File: config.mk
export PLATFORM = sky130hd
export DESIGN_NAME = chirp_gen
export DESIGN_NICKNAME = d
export VERILOG_FILES = /design/src/rtl/chirp_pkg.sv /design/src/rtl/chirp_seq.sv /design/src/rtl/chirp_nco.sv /design/src/rtl/chirp_sine.sv /design/src/rtl/chirp_gen.sv
export SDC_FILE = /design/constraint.sdc
export NUM_CORES = 1
export LEC_CHECK = 0
export BUFFER_PORTS_ARGS = -buffer_cell sky130_fd_sc_hd__buf_2
export CAP_MARGIN = 20
export CORE_UTILIZATION = 50
export DETAILED_ROUTE_END_ITERATION = 10
export PLACE_DENSITY = 0.66
export SLEW_MARGIN = 10
export SYNTH_ARGS = -nofsm -noshare
export SYNTH_HDL_FRONTEND = slang
export SYNTH_SLANG_ARGS = --single-unit
export TNS_END_PERCENT = 5
File: constraint.sdc
create_clock -name clk -period 3.5 [get_ports clk]
set_input_delay 0.525 -clock clk [delete_from_list [all_inputs] [get_ports clk]]
set_output_delay 0.525 -clock clk [all_outputs]
set_load 0.01 [all_outputs]
File: src/rtl/chirp_pkg.sv
package chirp_pkg;

    typedef enum logic [1:0] {
        SYM_QUIET = 2'd0,
        SYM_PH1   = 2'd1,
        SYM_PH2   = 2'd2,
        SYM_RSVD  = 2'd3
    } sym_e;

    typedef struct packed {
        logic tone;
        logic invert;
        logic pre;
    } sym_ctl_t;

    function automatic int inc_of(input longint freq_hz, input longint clk_hz, input int acc_w);
        longint scaled;
        scaled = (freq_hz << acc_w) / clk_hz;
        return int'(scaled);
    endfunction

    // Rational sine approximation sampled at bin midpoints of a quarter wave.
    function automatic int quarter_mag(input int idx, input int addr_w, input int amp);
        longint n, k, p, den;
        n   = longint'(1) << (addr_w + 2);
        k   = 2 * longint'(idx) + 1;
        p   = k * (n - k);
        den = 5 * n * n - 4 * p;
        return int'((16 * longint'(amp) * p + den / 2) / den);
    endfunction

    function automatic sym_ctl_t decode_sym(input sym_e code, input logic pre);
        sym_ctl_t c;
        c.tone   = (code == SYM_PH1) || (code == SYM_PH2);
        c.invert = (code == SYM_PH2);
        c.pre    = pre;
        return c;
    endfunction

endpackage

File: src/rtl/chirp_seq.sv
module chirp_seq
    import chirp_pkg::*;
#(
    parameter int CHIRP_CYC = 1200,
    parameter int TAIL_CYC  = 168,
    parameter int CNT_W     = 11
) (
    input  logic             clk,
    input  logic             rst,
    input  logic             start_i,
    input  logic [1:0]       sym_i,
    input  logic             pre_i,
    output logic             load_o,
    output logic             active_o,
    output logic             tone_o,
    output logic             invert_o,
    output logic             done_o,
    output logic [CNT_W-1:0] cnt_o
);

    localparam logic [CNT_W-1:0] LAST_PLAIN = CNT_W'(CHIRP_CYC - 1);
    localparam logic [CNT_W-1:0] LAST_PRE   = CNT_W'(CHIRP_CYC + TAIL_CYC - 1);
    localparam logic [CNT_W-1:0] CHIRP_END  = CNT_W'(CHIRP_CYC);

    logic             active_q;
    logic [CNT_W-1:0] cnt_q;
    sym_ctl_t         ctl_q;
    logic [CNT_W-1:0] last;

    assign last     = ctl_q.pre ? LAST_PRE : LAST_PLAIN;
    assign done_o   = active_q && (cnt_q == last);
    assign load_o   = start_i && (!active_q || done_o);
    assign active_o = active_q;
    assign cnt_o    = cnt_q;
    assign tone_o   = active_q && ctl_q.tone && (cnt_q < CHIRP_END);
    assign invert_o = ctl_q.invert;

    always_ff @(posedge clk) begin
        if (rst) begin
            active_q <= 1'b0;
            cnt_q    <= '0;
            ctl_q    <= '0;
        end else if (load_o) begin
            active_q <= 1'b1;
            cnt_q    <= '0;
            ctl_q    <= decode_sym(sym_e'(sym_i), pre_i);
        end else if (active_q) begin
            cnt_q <= cnt_q + 1'b1;
            if (done_o) begin
                active_q <= 1'b0;
            end
        end
    end

    a_r8_done_single: assert property (@(posedge clk) disable iff (rst)
        done_o |=> !done_o);

    a_r9_busy_ignore: assert property (@(posedge clk) disable iff (rst)
        (active_q && !done_o && start_i) |=> (cnt_q == $past(cnt_q) + 1'b1));

endmodule

File: src/rtl/chirp_nco.sv
module chirp_nco #(
    parameter int ACC_W     = 24,
    parameter int CNT_W     = 11,
    parameter int CHIRP_CYC = 1200,
    parameter int INC_MID   = 279620,
    parameter int INC_LO    = 139810,
    parameter int INC_HI    = 559240,
    parameter int STEP_A    = 466,
    parameter int STEP_B    = 233
) (
    input  logic             clk,
    input  logic             rst,
    input  logic             load_i,
    input  logic             run_i,
    input  logic [CNT_W-1:0] cnt_i,
    output logic [ACC_W-1:0] phase_o
);

    localparam int HALF = CHIRP_CYC / 2;
    localparam logic [CNT_W-1:0] HALF_CNT = CNT_W'(HALF);
    localparam logic [CNT_W-1:0] SEAM_CNT = CNT_W'(HALF - 1);
    localparam logic [ACC_W-1:0] MID_V    = ACC_W'(INC_MID);
    localparam logic [ACC_W-1:0] LO_V     = ACC_W'(INC_LO);
    localparam logic [ACC_W-1:0] HI_V     = ACC_W'(INC_HI);
    localparam logic [ACC_W-1:0] STEP_A_V = ACC_W'(STEP_A);
    localparam logic [ACC_W-1:0] STEP_B_V = ACC_W'(STEP_B);

    logic [ACC_W-1:0] acc_q;
    logic [ACC_W-1:0] inc_q;
    logic [ACC_W-1:0] inc_next;

    always_comb begin
        if (cnt_i == SEAM_CNT) begin
            inc_next = LO_V;
        end else if (cnt_i < HALF_CNT) begin
            inc_next = inc_q + STEP_A_V;
        end else begin
            inc_next = inc_q + STEP_B_V;
        end
    end

    always_ff @(posedge clk) begin
        if (rst) begin
            acc_q <= '0;
            inc_q <= '0;
        end else if (load_i) begin
            acc_q <= '0;
            inc_q <= MID_V;
        end else if (run_i) begin
            acc_q <= acc_q + inc_q;
            inc_q <= inc_next;
        end
    end

    assign phase_o = acc_q;

    a_r6_inc_range: assert property (@(posedge clk) disable iff (rst)
        run_i |-> (inc_q >= LO_V) && (inc_q <= HI_V));

    a_r5_acc_cleared: assert property (@(posedge clk) disable iff (rst)
        load_i |=> (phase_o == '0));

endmodule

File: src/rtl/chirp_sine.sv
module chirp_sine
    import chirp_pkg::*;
#(
    parameter int ACC_W  = 24,
    parameter int OUT_W  = 8,
    parameter int LUT_AW = 6
) (
    input  logic             [ACC_W-1:0] phase_i,
    input  logic                         invert_i,
    input  logic                         enable_i,
    output logic signed      [OUT_W-1:0] sample_o
);

    localparam int LUT_N = 1 << LUT_AW;
    localparam int MAG_W = OUT_W - 1;
    localparam int AMP   = (1 << MAG_W) - 1;
    localparam logic [ACC_W-1:0] HALF_TURN = ACC_W'(1) << (ACC_W - 1);

    logic [MAG_W-1:0] tbl [LUT_N];

    for (genvar g = 0; g < LUT_N; g++) begin : g_tbl
        assign tbl[g] = MAG_W'(quarter_mag(g, LUT_AW, AMP));
    end

    logic [ACC_W-1:0]        ph;
    logic [1:0]              quad;
    logic [LUT_AW-1:0]       idx;
    logic signed [OUT_W-1:0] pos;

    always_comb begin
        ph   = invert_i ? (phase_i + HALF_TURN) : phase_i;
        quad = ph[ACC_W-1 -: 2];
        idx  = ph[ACC_W-3 -: LUT_AW];
        if (quad[0]) begin
            idx = ~idx;
        end
        pos = $signed({1'b0, tbl[idx]});
        if (!enable_i) begin
            sample_o = '0;
        end else if (quad[1]) begin
            sample_o = -pos;
        end else begin
            sample_o = pos;
        end
    end

endmodule

File: src/rtl/chirp_gen.sv
module chirp_gen
    import chirp_pkg::*;
#(
    parameter int CLK_HZ    = 12_000_000,
    parameter int ACC_W     = 24,
    parameter int OUT_W     = 8,
    parameter int LUT_AW    = 6,
    parameter int CHIRP_CYC = 1200,
    parameter int TAIL_CYC  = 168,
    parameter int F_LO_HZ   = 100_000,
    parameter int F_MID_HZ  = 200_000,
    parameter int F_HI_HZ   = 400_000
) (
    input  logic             clk,
    input  logic             rst,
    input  logic             start_i,
    input  logic [1:0]       sym_i,
    input  logic             pre_i,
    output logic [OUT_W-1:0] sample_o,
    output logic             valid_o,
    output logic             done_o
);

    localparam int CNT_W   = $clog2(CHIRP_CYC + TAIL_CYC);
    localparam int INC_LO  = inc_of(F_LO_HZ, CLK_HZ, ACC_W);
    localparam int INC_MID = inc_of(F_MID_HZ, CLK_HZ, ACC_W);
    localparam int INC_HI  = inc_of(F_HI_HZ, CLK_HZ, ACC_W);
    localparam int STEP_A  = (INC_HI - INC_MID) / (CHIRP_CYC / 2);
    localparam int STEP_B  = (INC_MID - INC_LO) / (CHIRP_CYC / 2);

    logic             load;
    logic             active;
    logic             tone;
    logic             invert;
    logic [CNT_W-1:0] cnt;
    logic [ACC_W-1:0] phase;
    logic signed [OUT_W-1:0] wave;

    chirp_seq #(
        .CHIRP_CYC (CHIRP_CYC),
        .TAIL_CYC  (TAIL_CYC),
        .CNT_W     (CNT_W)
    ) u_seq (
        .clk      (clk),
        .rst      (rst),
        .start_i  (start_i),
        .sym_i    (sym_i),
        .pre_i    (pre_i),
        .load_o   (load),
        .active_o (active),
        .tone_o   (tone),
        .invert_o (invert),
        .done_o   (done_o),
        .cnt_o    (cnt)
    );

    chirp_nco #(
        .ACC_W     (ACC_W),
        .CNT_W     (CNT_W),
        .CHIRP_CYC (CHIRP_CYC),
        .INC_MID   (INC_MID),
        .INC_LO    (INC_LO),
        .INC_HI    (INC_HI),
        .STEP_A    (STEP_A),
        .STEP_B    (STEP_B)
    ) u_nco (
        .clk     (clk),
        .rst     (rst),
        .load_i  (load),
        .run_i   (tone),
        .cnt_i   (cnt),
        .phase_o (phase)
    );

    chirp_sine #(
        .ACC_W  (ACC_W),
        .OUT_W  (OUT_W),
        .LUT_AW (LUT_AW)
    ) u_sine (
        .phase_i  (phase),
        .invert_i (invert),
        .enable_i (tone),
        .sample_o (wave)
    );

    assign sample_o = wave;
    assign valid_o  = active;

    a_r1_idle_quiet: assert property (@(posedge clk) disable iff (rst)
        !valid_o |-> (sample_o == '0) && !done_o);

    a_r2_end_after_done: assert property (@(posedge clk) disable iff (rst)
        $fell(valid_o) |-> $past(done_o));

    a_r5_tone_nonzero: assert property (@(posedge clk) disable iff (rst)
        tone |-> (sample_o != '0));

endmodule

## Word level (Yosys, flattened, before mapping)

Memories as Yosys holds them, arrays and structs flattened.
Cells that the tools add are included.

- Word-level logic and storage cells: 47
- Output and inout port bits: 10
- ROM bits: 448
- Memories kept: 1
- Register bits after elaboration: 63
- Input bits: 6

- Bitwise operators: 2
- Equality and inequality tests: 4
- Muxes and demuxes: 14
- Reductions and logical operators: 9
- Magnitude comparators: 3
- $add $sub $neg: 6

Memory list:

| memory | depth | bits a word | rd ports | clocked after memory_dff | write ports | RTL line | RTL |
|---|---|---|---|---|---|---|---|
| (name not given) | 64 | 7 | 1 | 0 | 0 | chirp_sine.sv:37 | `pos = $signed({1'b0, tbl[idx]});` |

Operators by type and width:

| kind | number |
|---|---|
| 2-to-1 mux 24 bit | 3 |
| 2-to-1 mux 19 bit | 2 |
| adder 24 bit | 1 |
| adder 24 bit (second input constant) | 1 |
| adder 24 x 8 -> 24 bit (second input constant) | 1 |
| adder 24 x 9 -> 24 bit (second input constant) | 1 |
| 2-to-1 mux 8 bit | 2 |
| 2-to-1 mux 7 bit | 2 |
| adder 11 x 1 -> 11 bit (second input constant) | 1 |
| == test 11 x 10 -> 1 bit (second input constant) | 1 |
| == test 11 bit | 1 |
| less-than comparator 11 x 10 -> 1 bit (second input constant) | 1 |
| less-than comparator 11 bit (second input constant) | 1 |
| 2-to-1 mux 9 bit | 1 |
| negator 7 -> 8 bit | 1 |
| greater-or-equal comparator 7 bit (second input constant) | 1 |
| NOT 6 -> 7 bit | 1 |
| 2-to-1 mux 6 bit | 1 |
| NOT 6 bit | 1 |
| logical AND 1 bit | 4 |
| 2-to-1 mux 1 bit | 3 |
| == test 2 x 1 -> 1 bit (second input constant) | 1 |
| == test 2 bit (second input constant) | 1 |
| logical OR 1 bit | 2 |
| 3 further kinds | 3 |

## Depth between registers and ports, before layout

Gate-level depths: netlist of the first run.

- Depth after elaboration: 11
- Depth in mapped cells: 12
- Depth with buffers taken out: 10

## Modules after synthesis

From an unflattened synthesis of the first run, not the netlist that was laid out.

- Cell total of the unflattened synthesis: 769
- Area total of the unflattened synthesis: 5977.0 µm²

By module, submodules not included:

| module | cells each | instances | sequential area each (µm²) | area an instance (µm²) |
|---|---|---|---|---|
| chirp_nco | 420 | 1 | 960.9 | 3389.5 |
| chirp_sine | 260 | 1 | 0.0 | 1801.7 |
| chirp_seq | 89 | 1 | 300.3 | 785.8 |

## Worst setup path before layout of the first run

Ideal clock, no wire load.

- Path type: register -> output
- From: reg u_nco.acc_q[19], in the netlist u_nco.phase_o[19]
- To: out sample_o[6]
- Arrival time: 2.353 ns
- Required time: 2.975 ns
- Cell stages (with the launch flop): 12
- Buffers on the path: 1
- Slack: 0.622 ns
- Cells stage by stage: dfxtp_1 > buf_6 > nor2b_1 > a21boi_0 > o221a_2 > a31o_2 > a32oi_2 > ha_1 > inv_1 > o41ai_2 > xnor2_1 > nor2_1

- Word-level cells in the longest chain between the ends: 11

Ends and longest elaborated chain:

| what | RTL line | RTL |
|---|---|---|
| start, declared | chirp_nco.sv:28 | `logic [ACC_W-1:0] acc_q;` |
| start signal, assigned | chirp_nco.sv:50 | `acc_q <= acc_q + inc_q;` |
| adder 24 bit | chirp_sine.sv:31 | `ph = invert_i ? (phase_i + HALF_TURN) : phase_i;` |
| 2-to-1 mux 24 bit * | chirp_sine.sv:31 |  |
| NOT 6 bit | chirp_sine.sv:35 | `idx = ~idx;` |
| 2-to-1 mux 6 bit | chirp_sine.sv:34 | `if (quad[0]) begin` |
| NOT 6 -> 7 bit (implied by the code) | chirp_sine.sv:37 |  |
| memory read (64 x 7 bit) | n/a |  |
| 2-to-1 mux 7 bit (implied by the code) (2 in a row) | chirp_sine.sv:37 |  |
| negator 7 -> 8 bit | chirp_sine.sv:41 | `sample_o = -pos;` |
| 2-to-1 mux 8 bit * | chirp_sine.sv:40 | `end else if (quad[1]) begin` |
| 2-to-1 mux 8 bit * | chirp_sine.sv:38 | `if (!enable_i) begin` |
| end, declared | chirp_gen.sv:19 | `output logic [OUT_W-1:0] sample_o,` |

Mark *: on every way between the ends. The rest lies on a longest branch, timed or not. The select of a mux whose other input is x is not followed.

## Worst setup path in the final report of the first run

Same ends and word-level chain as after synthesis.

==> impl_metrics.prom, run 1 <==
# TYPE chip_impl_metric gauge
chip_impl_metric{name="globalRouteMet1Util",unit=""} 0.357
chip_impl_metric{name="wire_length_of_the_first_global_routing_pass",unit="um"} 23500
chip_impl_metric{name="final-max-slew-violation-count",unit=""} 0
chip_impl_info{name="setup.worst_path.class",value="register to output port"} 1
chip_impl_metric{name="number_of_distinct_library_cells_after_synthesis",unit=""} 87
chip_impl_metric{name="intPower",unit="uW"} 1110
chip_impl_info{name="crit-reg2reg-launch",value="u_nco.inc_q[0]"} 1
chip_impl_info{name="worstSetupStartpoint",value="u_nco.phase_o[19]"} 1
chip_impl_info{name="synth_area_leaders",value="dfxtp_1 24%, ha_1 6.6%, a21oi_1 6.5%"} 1
chip_impl_metric{name="cts_buffer_depth",unit=""} 2
chip_impl_metric{name="max_cap_violations",unit=""} 0
chip_impl_metric{name="ys_seq_elements",unit=""} 63
chip_impl_metric{name="drt_pre_antenna_iters",unit=""} 5
chip_impl_metric{name="globalRoute.totalOverflow",unit=""} 0
chip_impl_metric{name="relSlewSlack",unit=""} 0.366
chip_impl_info{name="ys_dominant_reg_cell",value="dfxtp_1"} 1
chip_impl_metric{name="insertedDiodeCount",unit=""} 0
chip_impl_metric{name="crit_path_max_fanout",unit=""} 11
chip_impl_metric{name="placedCellCount",unit=""} 826
chip_impl_info{name="combinational_family_with_the_most_area_after_synthesis",value="compound AO/OA/AOI/OAI gates"} 1
chip_impl_metric{name="grt_antenna_before_repair",unit=""} 0
chip_impl_info{name="clk_root_buf",value="clkbuf_8"} 1
chip_impl_metric{name="min_period_over_period",unit=""} 0.949
chip_impl_metric{name="start_util",unit=""} 0.517
chip_impl_metric{name="cts_inserted_buffers",unit=""} 9
chip_impl_metric{name="areaGrowthSynthToFinish",unit="%"} 7.29
chip_impl_metric{name="final.setup.tns",unit="ns"} 0
chip_impl_metric{name="drt-initial-drc-count",unit=""} 331
chip_impl_metric{name="place.gp.congestion",unit=""} 0.899
chip_impl_metric{name="dieHeight",unit="um"} 105
chip_impl_metric{name="cts_htree_levels",unit=""} 3
chip_impl_metric{name="worstSkewPairLatency",unit="ns"} 0.35
chip_impl_metric{name="place_hpwl",unit="um"} 10200
chip_impl_metric{name="synth_area_per_cell",unit="um^2"} 7.65
chip_impl_metric{name="final_nets",unit=""} 738
chip_impl_metric{name="final_layout_size_suffix_gt1_frac",unit=""} 0.124
chip_impl_metric{name="required",unit="ns"} 2.97
chip_impl_metric{name="global_route.usage.met2",unit=""} 0.422
chip_impl_metric{name="grt_max_degree",unit=""} 32
chip_impl_metric{name="buffer_ports.inserted",unit=""} 15
chip_impl_metric{name="wire_per_inst",unit="um"} 16.5
chip_impl_metric{name="placement_row_count",unit=""} 37
chip_impl_metric{name="syn_inst",unit=""} 698
chip_impl_metric{name="vias_in_the_first_global_route",unit=""} 4754
chip_impl_metric{name="finalWorstPathRequiredPeriod",unit="ns"} 3.32
chip_impl_metric{name="yosys.area.top_type_share",unit=""} 0.236
chip_impl_metric{name="vias_per_cell",unit=""} 6.11
chip_impl_info{name="status",value="completed"} 1
chip_impl_metric{name="drt-total-wl",unit="um"} 14000
chip_impl_metric{name="final.setup_skew",unit="ns"} 0.0100
chip_impl_metric{name="count_of_flip_flops_with_a_built_in_enable_after_synthesis",unit=""} 0
chip_impl_metric{name="pwr-share-seq",unit=""} 0.486
chip_impl_metric{name="power_density",unit="nW/um^2"} 268
chip_impl_info{name="ys_top_cells_by_count",value="79 x nor2_1, 76 x nand2_1, 69 x a21oi_1"} 1
chip_impl_metric{name="post-route-drc-count",unit=""} 0
chip_impl_metric{name="ant_nets",unit=""} 0
chip_impl_metric{name="post-layout-total-power",unit="uW"} 1530
chip_impl_info{name="area_leader_netlist",value="dfxtp_1"} 1
chip_impl_metric{name="synth_fp_nets",unit=""} 733
chip_impl_metric{name="timing_worst_slew_pin_value",unit="ns"} 0.927
chip_impl_metric{name="setup_ws",unit="ns"} 0.180
chip_impl_info{name="busiest_layer",value="met2"} 1
chip_impl_metric{name="core",unit="um^2"} 10300
chip_impl_metric{name="clockPowerShare",unit=""} 0.432
chip_impl_metric{name="ys_async_sr_fraction",unit=""} 0
chip_impl_metric{name="synth-xor-area-share",unit=""} 0.0787
chip_impl_metric{name="floorplan_die_area",unit="um^2"} 11100
chip_impl_metric{name="yosysWarningCount",unit=""} 0
chip_impl_metric{name="global_route.usage.met3",unit=""} 0.0427
chip_impl_metric{name="synth_simple_gate_area_frac",unit=""} 0.244
chip_impl_metric{name="synthesized_area_fraction_occupied_by_adder_cells",unit=""} 0.0694
chip_impl_info{name="cts_tree",value="yes"} 1
chip_impl_metric{name="globalRouteTotalUtil",unit=""} 0.262
chip_impl_metric{name="syn_area",unit="um^2"} 5340
chip_impl_metric{name="fin_cells",unit=""} 844
chip_impl_metric{name="ios",unit=""} 16
chip_impl_metric{name="synth-compound-area-share",unit=""} 0.300
chip_impl_metric{name="final_setup_violation_count",unit=""} 0
chip_impl_info{name="critical_path.endpoint_type",value="output port"} 1
chip_impl_metric{name="multiplexer_share_of_the_synthesized_area",unit=""} 0.0115
chip_impl_info{name="hold_path.class",value="input port to register"} 1
chip_impl_info{name="kind_of_launch_point_of_the_worst_setup_path",value="register"} 1
chip_impl_info{name="unrepaired_setup_endpoints_after_global_routing",value="no"} 1
chip_impl_info{name="min-delay-start",value="start_i"} 1
chip_impl_metric{name="p_switching",unit="uW"} 426
chip_impl_metric{name="arrival",unit="ns"} 2.80
chip_impl_metric{name="peakVddDrop",unit="mV"} 0.160
chip_impl_metric{name="preCtsSetupSlack",unit="ns"} 0.286
chip_impl_metric{name="cts.reportedPaths.clkPinSlew",unit="ns"} 0.08
chip_impl_metric{name="numClockSinks",unit=""} 63
chip_impl_metric{name="combinationalPowerShare",unit=""} 0.082
chip_impl_info{name="post-synth-top-count-cell",value="nor2_1"} 1
chip_impl_metric{name="hold_violations",unit=""} 0
chip_impl_metric{name="detailroute.via_count",unit=""} 5157
chip_impl_metric{name="power_switching_share",unit=""} 0.278
chip_impl_metric{name="worst_hold_slack_across_all_endpoints",unit="ns"} 0.410
chip_impl_metric{name="cts_hold_buffers",unit=""} 0
chip_impl_metric{name="p_leak",unit="uW"} 0.00231
chip_impl_metric{name="maxClockFrequency",unit="MHz"} 301
chip_impl_metric{name="synth_sequential_area_ratio",unit=""} 0.236
chip_impl_metric{name="dieWidth",unit="um"} 105
==> kinds of logic after synthesis <==
group / Yosys count
AND/OR/NAND/NOR: 262
flip-flops: 63
AO/OA/AOI/OAI: 232
buffers and inverters: 58
XOR/XNOR: 48
adder cells (fa/ha/maj): 29
multiplexers: 6
==> worst max-delay path, stage by stage, from the launching register on <==
cell and delay [ns]:
dfxtp_4 0.41, nor2b_1 0.11, buf_4 0.16, a211o_1 0.28, a221o_1 0.36, a31oi_2 0.28, nand2_1 0.11, o41ai_2 0.37
xnor2_1 0.15, nor2_1 0.06, buf_2 0.15
==> through the flow <==
| stage | area, um^2 | utilization |
|---|---|---|
| finish | 5730 | 0.555 |
| global route | 5730 | 0.555 |
| CTS | 5680 | 0.550 |
| detailed placement | 5480 | 0.530 |
| global placement | 5480 | 0.530 |
| floorplan | 5340 | - |
==> power groups by stage <==
stage | combinational (uW) | clock (uW) | sequential (uW)
after floorplan | 99.9 | 0 | 755
after global placement | 123 | 0 | 763
after detailed placement | 126 | 0 | 763
after CTS | 126 | 679 | 747
after global routing | 141 | 710 | 747
final | 126 | 662 | 745
==> area by class of cell <==
type | instances | area [um^2]
Tap cell | 136 | 170
Inverter | 15 | 57.6
Clock inverter | 6 | 70.1
Clock buffer | 10 | 128
Sequential cell | 63 | 1270
Timing Repair Buffer | 37 | 259
Fill cell | 954 | 4600
Multi-Input combinational cell | 577 | 3770
==> cell usage in the layout, fill, tap and decap left out, drive strengths merged, types with 10 or more instances in the layout <==
master	n
a21o	24
xor2	24
a31oi	11
nor2	80
buf	37
nand2b	11
xnor2	24
o21ai	34
nand3	21
ha	28
o22ai	10
nor3	12
nand2	76
and3	10
a21oi	72
dfxtp	63
clkbuf	10
inv	14
==> per-layer routing <==
layer / up-vias / share of wire
met5: - / 0
met4: 0 / 0.018
met3: 23 / 0.049
met2: 154 / 0.46
met1: 2407 / 0.48
li1: 2573 / -
==> registers in the layout, indices dropped and copies added (netlist names) <==
| register | count |
|---|---|
| u_nco.inc_q | 24 |
| u_nco.phase_o | 24 |
| u_seq.cnt_o | 11 |
| u_seq.ctl_q | 2 |
| u_seq.active_o | 1 |
| u_seq.invert_o | 1 |
==> final timing paths <==
| check | to | slack, ns | cells after the start |
|---|---|---|---|
| setup / recovery | sample_o[6] | 0.18 | 10 |
| hold / removal | u_seq.active_o | 0.41 | 3 |
| setup reg to reg | u_nco.phase_o[22] | 0.36 | 10 |
| hold reg to reg | u_nco.phase_o[0] | 0.47 | 2 |
==> timing repair <==
action,4_1_cts,5_1_grt
setup endpoints to repair,2,4
gates resized for setup,2,13
setup buffers,0,2
pin swaps,0,1
Power figures use the tool's default switching activity.
==> run 2, diff against run 1 <==
--- a/config.mk
+++ b/config.mk
@@ -11,3 +11,5 @@
 export DETAILED_ROUTE_END_ITERATION = 10
+export GPL_ROUTABILITY_DRIVEN = 0
 export PLACE_DENSITY = 0.66
+export SETUP_SLACK_MARGIN = 0.5
 export SLEW_MARGIN = 10
==> constraint.sdc (replaced) <==
create_clock -name clk -period 3.5 [get_ports clk]
set_input_delay 0.35 -clock clk [delete_from_list [all_inputs] [get_ports clk]]
set_output_delay 0.35 -clock clk [all_outputs]
set_load 0.01 [all_outputs]
==> run 2 against run 1 <==
- clock skew fell by 0.0047 ns
- critical endpoint unchanged
- die area did not move
- cell count rose by 2.7%
- global-route usage rose by 1.8 points
- largest cell class unchanged
- clock-buffer cell count rose by 2
- via count rose by 5.8%
- sequential power barely moved
- sequential share of layout area fell by 1.5 points
==> impl_metrics.prom, run 2 (synthesized netlist as in run 1, its figures left out) <==
# TYPE chip_impl_metric gauge
chip_impl_info{name="status",value="completed"} 1
chip_impl_metric{name="finish.utilization",unit=""} 0.597
chip_impl_metric{name="floorplan_die_area",unit="um^2"} 11100
chip_impl_metric{name="setup_ws",unit="ns"} 0.332
chip_impl_metric{name="globalRouteTotalUtil",unit=""} 0.280
chip_impl_info{name="unrepaired_setup_endpoints_after_global_routing",value="yes"} 1
chip_impl_metric{name="intPower",unit="uW"} 1230
chip_impl_metric{name="min_period_over_period",unit=""} 0.905
chip_impl_metric{name="detailroute.via_count",unit=""} 5454
chip_impl_metric{name="ant_nets",unit=""} 0
chip_impl_metric{name="final-max-slew-violation-count",unit=""} 0
chip_impl_metric{name="wire_length_of_the_first_global_routing_pass",unit="um"} 25100
chip_impl_metric{name="hold_violations",unit=""} 0
chip_impl_metric{name="final_layout_size_suffix_gt1_frac",unit=""} 0.178
chip_impl_metric{name="post_dp_cell_area",unit="um^2"} 5500
chip_impl_metric{name="combinationalPowerShare",unit=""} 0.084
chip_impl_metric{name="globalRoute.totalOverflow",unit=""} 0
chip_impl_metric{name="dieHeight",unit="um"} 105
chip_impl_metric{name="grt_antenna_before_repair",unit=""} 0
chip_impl_metric{name="dieWidth",unit="um"} 105
chip_impl_metric{name="fin_cells",unit=""} 867
chip_impl_info{name="final_cell_mix",value="78 x nor2_1, 75 x nand2_1, 67 x a21oi_1"} 1
chip_impl_info{name="critical_path.endpoint_type",value="output port"} 1
chip_impl_metric{name="final.fill_count",unit=""} 895
chip_impl_metric{name="core",unit="um^2"} 10300
chip_impl_metric{name="start_util",unit=""} 0.517
chip_impl_info{name="cts_tree",value="yes"} 1
chip_impl_metric{name="cts_inserted_buffers",unit=""} 9
chip_impl_metric{name="drt-initial-drc-count",unit=""} 490
chip_impl_metric{name="drt-total-wl",unit="um"} 15300
chip_impl_info{name="clk_root_buf",value="clkbuf_8"} 1
chip_impl_metric{name="insertedDiodeCount",unit=""} 0
chip_impl_metric{name="areaGrowthSynthToFinish",unit="%"} 15.5
chip_impl_metric{name="cts_hold_buffers",unit=""} 0
chip_impl_metric{name="peakVddDrop",unit="mV"} 0.202
chip_impl_metric{name="clockPowerShare",unit=""} 0.460
chip_impl_metric{name="p_switching",unit="uW"} 401
chip_impl_metric{name="final.setup.tns",unit="ns"} 0
chip_impl_metric{name="cts.reportedPaths.clkPinSlew",unit="ns"} 0.07
chip_impl_metric{name="buffer_ports.inserted",unit=""} 15
chip_impl_metric{name="routed-wl-met2",unit="um"} 7020
chip_impl_metric{name="finalWorstPathRequiredPeriod",unit="ns"} 3.17
chip_impl_metric{name="relSlewSlack",unit=""} 0.320
chip_impl_info{name="setup.worst_path.class",value="register to output port"} 1
chip_impl_metric{name="final_design_area_no_fill",unit="um^2"} 6170
chip_impl_metric{name="maxClockFrequency",unit="MHz"} 316
chip_impl_metric{name="place_hpwl",unit="um"} 10100
chip_impl_info{name="hold_path.class",value="input port to register"} 1
chip_impl_metric{name="arrival",unit="ns"} 2.82
chip_impl_info{name="most_common_library_cell_in_the_layout_ignoring_fill_and_taps",value="nor2_1"} 1
chip_impl_metric{name="p_leak",unit="uW"} 0.00250
chip_impl_metric{name="required",unit="ns"} 3.15
chip_impl_metric{name="drt_pre_antenna_iters",unit=""} 7
chip_impl_metric{name="vias_per_cell",unit=""} 6.29
chip_impl_metric{name="power_switching_share",unit=""} 0.246
chip_impl_metric{name="cts_htree_levels",unit=""} 3
chip_impl_metric{name="preCtsSetupSlack",unit="ns"} 0.425
chip_impl_metric{name="ios",unit=""} 16
chip_impl_metric{name="final_nets",unit=""} 762
chip_impl_info{name="kind_of_launch_point_of_the_worst_setup_path",value="register"} 1
chip_impl_metric{name="wire_per_inst",unit="um"} 17.6
chip_impl_metric{name="vias_in_the_first_global_route",unit=""} 5093
chip_impl_metric{name="final_setup_violation_count",unit=""} 0
chip_impl_metric{name="timing_worst_slew_pin_value",unit="ns"} 1.02
chip_impl_metric{name="pwr-share-seq",unit=""} 0.455
chip_impl_metric{name="crit_path_max_fanout",unit=""} 15
chip_impl_metric{name="placement_row_count",unit=""} 37
chip_impl_metric{name="worstSkewPairLatency",unit="ns"} 0.35
chip_impl_metric{name="grt_max_degree",unit=""} 32
chip_impl_metric{name="post-route-drc-count",unit=""} 0
chip_impl_info{name="top_layer",value="met4"} 1
chip_impl_metric{name="placedCellCount",unit=""} 826
chip_impl_metric{name="r2r_setup_slack",unit="ns"} 0.43
chip_impl_metric{name="power_density",unit="nW/um^2"} 265
chip_impl_metric{name="numClockSinks",unit=""} 63
chip_impl_metric{name="cts_buffer_depth",unit=""} 2
chip_impl_metric{name="max_cap_violations",unit=""} 0
chip_impl_metric{name="met1_length",unit="um"} 6810
chip_impl_metric{name="final.setup_skew",unit="ns"} 0.00529
chip_impl_metric{name="met3WireLength",unit="um"} 928
-- run 2: area by class of cell --
| type | count | area, um^2 | share of cell area |
|---|---|---|---|
| clock inverter | 3 | 65.1 | 0.0106 |
| tap | 136 | 170 | 0.0276 |
| multi-input combinational | 577 | 3880 | 0.629 |
| sequential | 63 | 1280 | 0.208 |
| timing repair buffer | 61 | 543 | 0.0881 |
| clock buffer | 12 | 165 | 0.0268 |
| inverter | 15 | 65.1 | 0.0106 |
-- run 2: timing repair --
item / CTS / global route
setup buffers: 22 / 1
endpoints found under the setup margin: 7 / 34
cloned: 3 / 0
pin swaps: 14 / 2
gates resized for setup: 39 / 7
-- run 2: critical path: stages, from the launching register on --
cell     delay, ns
dfxtp_4       0.37
buf_4         0.15
buf_4         0.18
a21o_1        0.20
o32ai_1       0.38
nor2_1        0.12
a21oi_2       0.22
nand2_1       0.10
o41ai_2       0.36
xnor2_1       0.15
nor2_1        0.06
buf_2         0.18
-- run 2: path summary, 6_finish.rpt --
kind	from	end	cells past startpoint
setup / recovery	u_nco.phase_o[17]	sample_o[6]	11
hold / removal	pre_i	u_seq.ctl_q[0]	3
setup reg to reg	u_nco.inc_q[0]	u_nco.phase_o[22]	10
hold reg to reg	u_nco.phase_o[6]	u_nco.phase_o[6]	2
-- run 2: power groups by stage --
stage / Clock [uW] / Sequential [uW] / Combinational (uW)
finish: 752 / 744 / 138
global route: 796 / 746 / 151
CTS: 769 / 744 / 136
detailed placement: 0 / 764 / 129
global placement: 0 / 763 / 127
floorplan: 0 / 755 / 99.9
-- run 2: layer usage --
layer | track usage | up-vias
li1 | - | 2620
met1 | 0.370 | 2548
met2 | 0.446 | 233
met3 | 0.0482 | 53
met4 | 0.127 | 0
met5 | 0 | -
-- run 2: per-stage QoR --
step | power (uW) | hold slack, ns
after global routing | 1690 | 0.236
after CTS | 1650 | 0.216
after floorplan | 855 | 0.436
after detailed placement | 893 | 0.448
final | 1630 | 0.232
after global placement | 890 | 0.442
==> run 3, diff against run 2 <==
- RECOVER_POWER: not set -> 25
==> run 3 against run 2 <==
- routed wire length rose by 0.14%
- worst hold slack got worse by 0.0035 ns
- first-iteration DRC count rose by 0.20%
- clock-buffer cell count did not move
- largest power group unchanged
- final area fell by 0.10%
==> impl_metrics.prom, run 3 (synthesized netlist as in run 1, its figures left out) <==
# TYPE chip_impl_metric gauge
chip_impl_metric{name="min_period_over_period",unit=""} 0.906
chip_impl_metric{name="max_cap_violations",unit=""} 0
chip_impl_metric{name="multi_input_area",unit="um^2"} 3880
chip_impl_metric{name="cts.reportedPaths.clkPinSlew",unit="ns"} 0.07
chip_impl_metric{name="met3WireLength",unit="um"} 969
chip_impl_metric{name="grt_max_degree",unit=""} 32
chip_impl_metric{name="start_util",unit=""} 0.517
chip_impl_metric{name="areaGrowthSynthToFinish",unit="%"} 15.4
chip_impl_metric{name="dieHeight",unit="um"} 105
chip_impl_metric{name="final_setup_violation_count",unit=""} 0
chip_impl_metric{name="relSlewSlack",unit=""} 0.316
chip_impl_metric{name="placement_row_count",unit=""} 37
chip_impl_info{name="kind_of_launch_point_of_the_worst_setup_path",value="register"} 1
chip_impl_metric{name="buffer_ports.inserted",unit=""} 15
chip_impl_info{name="unrepaired_setup_endpoints_after_global_routing",value="yes"} 1
chip_impl_metric{name="drt-initial-drc-count",unit=""} 491
chip_impl_metric{name="final_layout_size_suffix_gt1_frac",unit=""} 0.174
chip_impl_info{name="top_layer",value="met4"} 1
chip_impl_metric{name="drt-total-wl",unit="um"} 15300
chip_impl_info{name="status",value="completed"} 1
chip_impl_metric{name="final.setup_skew",unit="ns"} 0.00512
chip_impl_metric{name="core",unit="um^2"} 10300
chip_impl_metric{name="cts_htree_levels",unit=""} 3
chip_impl_metric{name="cts_hold_buffers",unit=""} 0
chip_impl_metric{name="clockPowerShare",unit=""} 0.461
chip_impl_metric{name="wire_length_of_the_first_global_routing_pass",unit="um"} 25100
chip_impl_metric{name="worstSkewPairLatency",unit="ns"} 0.35
chip_impl_metric{name="numClockSinks",unit=""} 63
chip_impl_metric{name="met1_length",unit="um"} 6850
chip_impl_metric{name="ios",unit=""} 16
chip_impl_metric{name="dieWidth",unit="um"} 105
chip_impl_metric{name="drt_pre_antenna_iters",unit=""} 5
chip_impl_metric{name="detailroute.via_count",unit=""} 5463
chip_impl_metric{name="p_switching",unit="uW"} 402
chip_impl_metric{name="worst_hold_slack_across_all_endpoints",unit="ns"} 0.229
chip_impl_metric{name="wire_per_inst",unit="um"} 17.6
chip_impl_metric{name="layout.area.seq",unit="um^2"} 1280
chip_impl_metric{name="globalRoute.totalOverflow",unit=""} 0
chip_impl_metric{name="post-layout-total-power",unit="uW"} 1630
chip_impl_metric{name="hold_violations",unit=""} 0
chip_impl_metric{name="arrival",unit="ns"} 2.82
chip_impl_metric{name="grt_antenna_before_repair",unit=""} 0
chip_impl_info{name="setup.worst_path.class",value="register to output port"} 1
chip_impl_metric{name="intPower",unit="uW"} 1230
chip_impl_metric{name="combinationalPowerShare",unit=""} 0.084
chip_impl_info{name="final_cell_mix",value="78 x nor2_1, 75 x nand2_1, 67 x a21oi_1"} 1
chip_impl_info{name="hold_path.class",value="input port to register"} 1
chip_impl_metric{name="timing_worst_slew_pin_value",unit="ns"} 1.03
chip_impl_metric{name="power_density",unit="nW/um^2"} 265
chip_impl_metric{name="routed-wl-met2",unit="um"} 6960
chip_impl_metric{name="vias_in_the_first_global_route",unit=""} 5093
chip_impl_info{name="critical_path.endpoint_type",value="output port"} 1
chip_impl_metric{name="floorplan_die_area",unit="um^2"} 11100
chip_impl_metric{name="vias_per_cell",unit=""} 6.30
chip_impl_metric{name="insertedDiodeCount",unit=""} 0
chip_impl_metric{name="place_hpwl",unit="um"} 10100
chip_impl_metric{name="finalWorstPathRequiredPeriod",unit="ns"} 3.17
chip_impl_metric{name="ant_nets",unit=""} 0
chip_impl_metric{name="cts_inserted_buffers",unit=""} 9
chip_impl_metric{name="maxClockFrequency",unit="MHz"} 315
chip_impl_metric{name="crit_path_max_fanout",unit=""} 15
chip_impl_info{name="cts_tree",value="yes"} 1
chip_impl_metric{name="peakVddDrop",unit="mV"} 0.202
chip_impl_metric{name="final_nets",unit=""} 762
chip_impl_metric{name="pwr-share-seq",unit=""} 0.455
chip_impl_metric{name="cts_buffer_depth",unit=""} 2
chip_impl_metric{name="p_leak",unit="uW"} 0.00249
chip_impl_info{name="most_common_library_cell_in_the_layout_ignoring_fill_and_taps",value="nor2_1"} 1
chip_impl_metric{name="required",unit="ns"} 3.15
chip_impl_metric{name="globalRouteTotalUtil",unit=""} 0.280
chip_impl_info{name="clk_root_buf",value="clkbuf_8"} 1
chip_impl_metric{name="final.setup.tns",unit="ns"} 0
chip_impl_metric{name="final.fill_count",unit=""} 897
chip_impl_metric{name="power_switching_share",unit=""} 0.246
chip_impl_metric{name="final-max-slew-violation-count",unit=""} 0
chip_impl_metric{name="post-route-drc-count",unit=""} 0
run 3: cell count changes in the layout (fill, tap and decap cells not counted), sizes merged:
cell / delta
buf: -3
clkbuf: +3
run 3: layout make-up:
class / count / area share
multi-input cells: 577 / 0.629
flip-flops and latches: 63 / 0.208
repair buffers: 61 / 0.0871
well taps: 136 / 0.0276
clock buffers: 12 / 0.0268
clock inverters: 3 / 0.0106
inverters: 15 / 0.0106
run 3: per-stage QoR:
step           cells  utilization  instance area, um^2  worst slack (ns)
2_1_floorplan    698            -                 5340             0.797
3_3_place_gp     826        0.533                 5500             0.474
3_5_place_dp     826        0.533                 5500             0.425
4_1_cts          866        0.593                 6120             0.415
5_1_grt          867        0.597                 6160             0.182
6_report         867        0.597                 6160             0.329
run 3: power by group through the flow:
stage / Clock (uW) / Sequential (uW) / Combinational, uW
floorplan: 0 / 755 / 99.9
global placement: 0 / 763 / 127
detailed placement: 0 / 764 / 129
CTS: 769 / 744 / 136
global route: 796 / 746 / 150
finish: 753 / 744 / 137
run 3: what timing repair did:
item,CTS,global route
resized for setup,39,7
cloned,3,0
pin swaps,14,2
setup buffers,22,1
endpoints found under the setup margin,7,34
run 3: path summary, 6_finish.rpt:
| kind | end | slack (ns) | depth (start not counted) | from |
|---|---|---|---|---|
| worst max-delay path | sample_o[6] | 0.33 | 11 | u_nco.phase_o[17] |
| worst min-delay path | u_seq.ctl_q[0] | 0.23 | 3 | pre_i |
| worst max register to register | u_nco.phase_o[22] | 0.43 | 10 | u_nco.inc_q[0] |
| worst min register to register | u_nco.phase_o[6] | 0.46 | 2 | u_nco.phase_o[6] |
run 3: metal layers:
layer | up-vias | global-route usage
li1 | 2621 | -
met3 | 54 | 0.0482
met2 | 229 | 0.446
met5 | - | 0
met1 | 2559 | 0.370
met4 | 0 | 0.127
run 3: worst max-delay path: stages, from the launching register on:
cell and delay [ns]:
dfxtp_4 0.37, buf_4 0.15, buf_4 0.19, a21o_1 0.21, o32ai_1 0.38, nor2_1 0.12
a21oi_2 0.21, nand2_1 0.10, o41ai_2 0.36, xnor2_1 0.15, nor2_1 0.06, buf_2 0.18
